File: config.mk
export PLATFORM = sky130hd
export DESIGN_NAME = hw_lock_bank
export DESIGN_NICKNAME = d
export VERILOG_FILES = /design/src/rtl/hlb_pkg.sv /design/src/rtl/hlb_decode.sv /design/src/rtl/hlb_state.sv /design/src/rtl/hw_lock_bank.sv
export SDC_FILE = /design/constraint.sdc
export NUM_CORES = 1
export LEC_CHECK = 0
export BUFFER_PORTS_ARGS = -buffer_cell sky130_fd_sc_hd__buf_2
export CAP_MARGIN = 20
export CORE_ASPECT_RATIO = 1.5
export CORE_MARGIN = 3
export CORE_UTILIZATION = 46
export CTS_CLUSTER_SIZE = 12
export DETAILED_ROUTE_END_ITERATION = 10
export PLACE_DENSITY = 0.71
export SLEW_MARGIN = 20
export SYNTH_ARGS = -nofsm -noshare
export SYNTH_HDL_FRONTEND = slang
export SYNTH_SLANG_ARGS = --single-unit
File: constraint.sdc
create_clock -name clk -period 10.75 [get_ports clk]
set_input_delay 1.6125 -clock clk [delete_from_list [all_inputs] [get_ports clk]]
set_output_delay 1.6125 -clock clk [all_outputs]
set_load 0.01 [all_outputs]
File: src/rtl/hlb_pkg.sv
package hlb_pkg;
  typedef enum logic [1:0] {
    TGT_NONE = 2'd0,
    TGT_STAT = 2'd1,
    TGT_LOCK = 2'd2
  } hlb_tgt_e;
endpackage

File: src/rtl/hlb_decode.sv
module hlb_decode
  import hlb_pkg::*;
#(
  parameter int ADDR_W    = 12,
  parameter int DATA_W    = 32,
  parameter int NUM_LOCKS = 30,
  parameter int STAT_OFS  = 'h400,
  parameter int BASE_OFS  = 'h404,
  parameter int IDX_W     = $clog2(NUM_LOCKS)
) (
  input  logic [ADDR_W-1:0] addr,
  input  logic [DATA_W-1:0] wdata,
  output hlb_tgt_e          tgt,
  output logic [IDX_W-1:0]  idx,
  output logic              wr_zero
);
  localparam logic [ADDR_W-1:0] BASE_A = ADDR_W'(BASE_OFS);
  localparam logic [ADDR_W-1:0] STAT_A = ADDR_W'(STAT_OFS);
  localparam logic [ADDR_W-3:0] SLOTS  = (ADDR_W-2)'(NUM_LOCKS);

  logic [ADDR_W-1:0] rel;
  logic [ADDR_W-3:0] slot;

  always_comb begin
    rel     = addr - BASE_A;
    slot    = rel[ADDR_W-1:2];
    idx     = slot[IDX_W-1:0];
    wr_zero = (wdata == '0);
    if (addr == STAT_A)
      tgt = TGT_STAT;
    else if ((addr >= BASE_A) && (rel[1:0] == 2'b00) && (slot < SLOTS))
      tgt = TGT_LOCK;
    else
      tgt = TGT_NONE;
  end
endmodule

File: src/rtl/hlb_state.sv
module hlb_state #(
  parameter int NUM_LOCKS = 30,
  parameter int NUM_PORTS = 2,
  parameter int IDX_W     = $clog2(NUM_LOCKS)
) (
  input  logic                             clk,
  input  logic                             rst,
  input  logic [NUM_PORTS-1:0]             acq_req,
  input  logic [NUM_PORTS-1:0]             rel_req,
  input  logic [NUM_PORTS-1:0][IDX_W-1:0]  req_idx,
  output logic [NUM_PORTS-1:0]             grant,
  output logic [NUM_LOCKS-1:0]             free_q
);
  logic [NUM_LOCKS-1:0] rel_mask;
  logic [NUM_LOCKS-1:0] avail;
  logic [NUM_LOCKS-1:0] take;
  logic [NUM_LOCKS-1:0] free_d;

  // Releases land first, then acquires are granted in ascending port order.
  always_comb begin
    rel_mask = '0;
    for (int p = 0; p < NUM_PORTS; p++)
      if (rel_req[p]) rel_mask[req_idx[p]] = 1'b1;
    avail = free_q | rel_mask;
    take  = '0;
    grant = '0;
    for (int p = 0; p < NUM_PORTS; p++) begin
      if (acq_req[p] && avail[req_idx[p]] && !take[req_idx[p]]) begin
        grant[p]          = 1'b1;
        take[req_idx[p]]  = 1'b1;
      end
    end
    free_d = avail & ~take;
  end

  always_ff @(posedge clk) begin
    if (rst) free_q <= '1;
    else     free_q <= free_d;
  end

  AST_RESET_FREE: assert property (@(posedge clk) ($past(rst) && !rst) |-> (&free_q));

  for (genvar p = 0; p < NUM_PORTS; p++) begin : g_chk
    AST_TAKE_STICKS: assert property (@(posedge clk) disable iff (rst)
      grant[p] |=> !free_q[$past(req_idx[p])]);
    AST_DENY_HOLDS: assert property (@(posedge clk) disable iff (rst)
      (acq_req[p] && !free_q[req_idx[p]] && !rel_mask[req_idx[p]])
        |=> !free_q[$past(req_idx[p])]);
    AST_RELEASE_FREES: assert property (@(posedge clk) disable iff (rst)
      (rel_req[p] && !take[req_idx[p]]) |=> free_q[$past(req_idx[p])]);
  end

  if (NUM_PORTS > 1) begin : g_pair
    AST_ONE_WINNER: assert property (@(posedge clk) disable iff (rst)
      (grant[0] && grant[1]) |-> (req_idx[0] != req_idx[1]));
  end
endmodule

File: src/rtl/hw_lock_bank.sv
module hw_lock_bank
  import hlb_pkg::*;
#(
  parameter int NUM_LOCKS = 30,
  parameter int ADDR_W    = 12,
  parameter int DATA_W    = 32,
  parameter int STAT_OFS  = 'h400,
  parameter int BASE_OFS  = 'h404
) (
  input  logic              clk,
  input  logic              rst,
  input  logic              p0_rd_en,
  input  logic              p0_wr_en,
  input  logic [ADDR_W-1:0] p0_addr,
  input  logic [DATA_W-1:0] p0_wdata,
  output logic [DATA_W-1:0] p0_rdata,
  input  logic              p1_rd_en,
  input  logic              p1_wr_en,
  input  logic [ADDR_W-1:0] p1_addr,
  input  logic [DATA_W-1:0] p1_wdata,
  output logic [DATA_W-1:0] p1_rdata
);
  localparam int NUM_PORTS = 2;
  localparam int IDX_W     = $clog2(NUM_LOCKS);

  logic [NUM_PORTS-1:0]              rd_en;
  logic [NUM_PORTS-1:0]              wr_en;
  logic [NUM_PORTS-1:0][ADDR_W-1:0]  addr;
  logic [NUM_PORTS-1:0][DATA_W-1:0]  wdata;
  hlb_tgt_e                          tgt   [NUM_PORTS];
  logic [NUM_PORTS-1:0][IDX_W-1:0]   idx;
  logic [NUM_PORTS-1:0]              wr_zero;
  logic [NUM_PORTS-1:0]              acq_req;
  logic [NUM_PORTS-1:0]              rel_req;
  logic [NUM_PORTS-1:0]              grant;
  logic [NUM_LOCKS-1:0]              free_q;
  logic [NUM_PORTS-1:0][DATA_W-1:0]  rd_d;
  logic [NUM_PORTS-1:0][DATA_W-1:0]  rdata_q;

  assign rd_en = {p1_rd_en, p0_rd_en};
  assign wr_en = {p1_wr_en, p0_wr_en};
  assign addr  = {p1_addr, p0_addr};
  assign wdata = {p1_wdata, p0_wdata};

  for (genvar p = 0; p < NUM_PORTS; p++) begin : g_port
    hlb_decode #(
      .ADDR_W(ADDR_W), .DATA_W(DATA_W), .NUM_LOCKS(NUM_LOCKS),
      .STAT_OFS(STAT_OFS), .BASE_OFS(BASE_OFS), .IDX_W(IDX_W)
    ) u_dec (
      .addr(addr[p]), .wdata(wdata[p]),
      .tgt(tgt[p]), .idx(idx[p]), .wr_zero(wr_zero[p])
    );

    assign acq_req[p] = rd_en[p] && (tgt[p] == TGT_LOCK);
    assign rel_req[p] = wr_en[p] && (tgt[p] == TGT_LOCK) && wr_zero[p];

    always_comb begin
      rd_d[p] = '0;
      if (rd_en[p]) begin
        if (tgt[p] == TGT_LOCK)      rd_d[p][0] = grant[p];
        else if (tgt[p] == TGT_STAT) rd_d[p][NUM_LOCKS-1:0] = free_q;
      end
    end

    always_ff @(posedge clk) begin
      if (rst) rdata_q[p] <= '0;
      else     rdata_q[p] <= rd_d[p];
    end

    AST_UNMAPPED_ZERO: assert property (@(posedge clk) disable iff (rst)
      (rd_en[p] && (tgt[p] == TGT_NONE)) |=> (rdata_q[p] == '0));
    AST_IDLE_ZERO: assert property (@(posedge clk) disable iff (rst)
      !rd_en[p] |=> (rdata_q[p] == '0));
  end

  hlb_state #(
    .NUM_LOCKS(NUM_LOCKS), .NUM_PORTS(NUM_PORTS), .IDX_W(IDX_W)
  ) u_state (
    .clk(clk), .rst(rst),
    .acq_req(acq_req), .rel_req(rel_req), .req_idx(idx),
    .grant(grant), .free_q(free_q)
  );

  assign p0_rdata = rdata_q[0];
  assign p1_rdata = rdata_q[1];
endmodule

==> out/metrics.yaml <==
outcome:
  status: "finished, final reports clean"
placed_design:
  io_buffers: 153
  hpwlAfterDp_mm: 21.11
  dp.cells: 1041
  gp_congestion: 1.135
clock_tree:
  tritoncts: "yes"
  clockBufferDepth: 2
  htreeDepth: 3
  clk_pin_slew_ns: 0.06
  cts_resized: 0
  post-cts-setup-buffer-count: 0
  clock_latency_ns: 0.34
  cts_made_buffers: 9
  clockRootBuffer: "clkbuf_16"
  cts_hold_buf: 0
  cts.sinks: 90
pwr:
  powerDensity_nw_per_um2: 106.9
  p_leak_nw: 2.894
  vdd_ir_drop_max_uv: 57.00
layout:
  nFillCells: 1272
  synthToLayoutAreaGrowth_pct: 18.86
  finalNetCount: 997
  drive_gt1_frac: 0.2506
  n_antenna_cell: 0
  stdcell_count: 1057
critical_path:
  cp_slowest_stage_delay_ns: 0.73
  reg2reg_depth: 8
  r2r_end: "u_state.free_q[9]$_SDFF_PP1_"
  cp_top_family: "compound AO/OA/AOI/OAI gates"
  crit_path_start_kind: "primary input"
  timing.rr.start: "u_state.free_q[11]$_SDFF_PP1_"
  critPathKind: "in -> reg"
  worstPathRequired_ns: 10.94
  worstPathBufferInverterCount: 2
  path_cells: "buf_2, inv_1, ha_1, nand2b_1, a31oi_1, o41ai_4, nand3_1, o21ai_0, nor3_1, a31oi_1, o311ai_1, a2111oi_4, a21boi_4, a31oi_1"
  crit_fanout: 24
  r2r_slack_ns: 7.60
  cpMaxStageDelayCell: "a2111oi_4"
  cpMostUsedCell: "a31oi_1"
  end_kind: "flop"
  arrival_ns: 7.32
run:
  cap_violations: 0
timing:
  clock.fmax_ghz: 0.1401
  rsz0062_at_grt: "false"
  finalSetupTns_ns: 0
  finalCriticalPeriod_ns: 7.136
  final-hold-violation-count: 0
  finClkSkew_ns: 0.01609
  min_period_over_period: 0.6638
  setup_viol: 0
  holdWs_ns: 0.4547
  slew_headroom: 0.2357
  maxSlewViolCount: 0
  worst-slew-pin-transition_ns: 1.134
worst_hold_path:
  hold_class: "reg -> reg"
  holdPathStages: 1
  min-delay-start: "u_state.free_q[1]$_SDFF_PP1_"
  holdPathEnd: "p1_rdata[1]$_SDFF_PP0_"
grt:
  grt_start_max_net_pins: 36
  grt_overflow: 0
  grt_pass1_wl_mm: 40.45
  antenna_found_initial: 0
  grt_pass1_vias: 6840
  grt_usage: 0.3593
floorplan:
  coreArea_um2: 13020
  dieArea_um2: 14770
  rows: 51
  die_y_um: 147.4
  io_pins: 158
  die_w_um: 100.3
  start_util: 0.4709
routing:
  drcViolationCount: 0
  route.vias.total: 7211
  firstDrtPassIters: 6
  wl_per_cell_um: 25.80
  totalWireLength_mm: 27.27
  drt-initial-drc-count: 692
  vias_per_cell: 6.822
  drtAntennaViolNets: 0
synth:
  synth_top_cell_area_share: 0.2939
  yosysTopAreaCell: "dfxtp_1"
  synth-seq-cells: 90
  syn-cell-area_um2: 6130
  syn-instance-count: 771
  ys_async_sr_fraction: 0
  synth_edf_count: 0
  synth_common_cells: "dfxtp_1 (90), and2_1 (62), nand2_1 (53), nor2_1 (53), clkbuf_1 (41)"
  synth_top_flop_cell: "dfxtp_1"
  yosysMostFrequentCell: "dfxtp_1"
  synth_area_leaders: "dfxtp_1 (29%), and2_1 (6.3%), nand2_1 (3.2%), nor2_1 (3.2%), a31oi_1 (2.9%)"
  avgSynthCellArea_um2: 7.950
  synth_cell_type_count: 81
  seq_area_frac_synth: 0.2939
  yosysWarnings: 0
[how the worst max path moves through the flow]
| stage | from | endpoint | depth (start not counted) |
|---|---|---|---|
| 2_1_floorplan | p1_addr[2] | u_state.free_q[8]$_SDFF_PP1_ | 20 |
| 4_1_cts | p1_addr[2] | u_state.free_q[9]$_SDFF_PP1_ | 14 |
| 3_5_place_dp | p1_addr[2] | u_state.free_q[2]$_SDFF_PP1_ | 14 |
| 6_report | p1_addr[2] | u_state.free_q[9]$_SDFF_PP1_ | 14 |
| 3_3_place_gp | p0_addr[2] | u_state.free_q[1]$_SDFF_PP1_ | 13 |
| 5_1_grt | p0_addr[2] | u_state.free_q[9]$_SDFF_PP1_ | 13 |
[through the flow]
step	utilization	setup slack [ns]	area, um^2	power [mW]
floorplan	-	4.907	6141	0.4111
global placement	0.5360	3.471	6978	0.4654
detailed placement	0.5365	3.541	6984	0.4643
CTS	0.5597	3.867	7286	0.7752
global route	0.5597	3.446	7286	0.7981
finish	0.5597	3.614	7286	0.7786
[cells in the final DEF, fill, tap and decap left out, drive strengths merged, types with 7 or more instances in the layout]
cell / synthesis / final
a211oi: 8 / 8
a21o: 7 / 7
a21oi: 22 / 22
a31oi: 29 / 29
a41oi: 13 / 13
and2: 65 / 65
buf: 18 / 168
clkbuf: 42 / 10
dfxtp: 90 / 90
ha: 10 / 10
inv: 21 / 23
nand2: 53 / 53
nand2b: 9 / 9
nand3: 27 / 27
nand4: 19 / 19
nor2: 53 / 53
nor2b: 10 / 10
nor3: 21 / 21
nor4: 29 / 29
nor4b: 7 / 7
o211ai: 17 / 17
o21ai: 25 / 25
o21bai: 11 / 11
o22ai: 13 / 13
o31ai: 17 / 17
o32ai: 11 / 11
or3: 10 / 10
[report_power, final]
group | switching (mW) | internal [mW]
combinational | 0.0893 | 0.0391
clock | 0.134 | 0.183
sequential | 0.0000657 | 0.333
total | 0.223 | 0.555
[state kept, by name, summed over array words and instances (netlist names)]
name and cells:
p0_rdata 30, p1_rdata 30, u_state.free_q 30
[layout make-up]
| class | count | area, um^2 | share of cell area |
|---|---|---|---|
| Clock inverter | 6 | 72.57 | 0.009960 |
| Multi-Input combinational cell | 603 | 4026 | 0.5526 |
| Inverter | 21 | 78.83 | 0.01082 |
| Sequential cell | 90 | 1802 | 0.2473 |
| Tap cell | 159 | 198.9 | 0.02731 |
| Timing Repair Buffer | 168 | 878.3 | 0.1206 |
| Clock buffer | 10 | 229.0 | 0.03143 |
[cell families after synthesis]
group                    after synthesis  synth area share
flip-flops                            90            0.2939
AO/OA/AOI/OAI                        245            0.3103
adder cells (fa/ha/maj)               10           0.02041
XOR/XNOR                               4          0.005716
buffers and inverters                 81           0.05654
other                                  1         0.0006118
multiplexers                           5          0.008777
AND/OR/NAND/NOR                      335            0.3037
[layer usage]
layer | track usage | vias up | wire length, um
met1 | 0.4326 | 3351 | 9869
li1 | - | 3204 | -
met3 | 0.04485 | 130 | 2361
met4 | 0.2259 | 0 | 1977
met2 | 0.5973 | 526 | 13070
met5 | 0 | - | 0
Power figures use the tool's default switching activity.
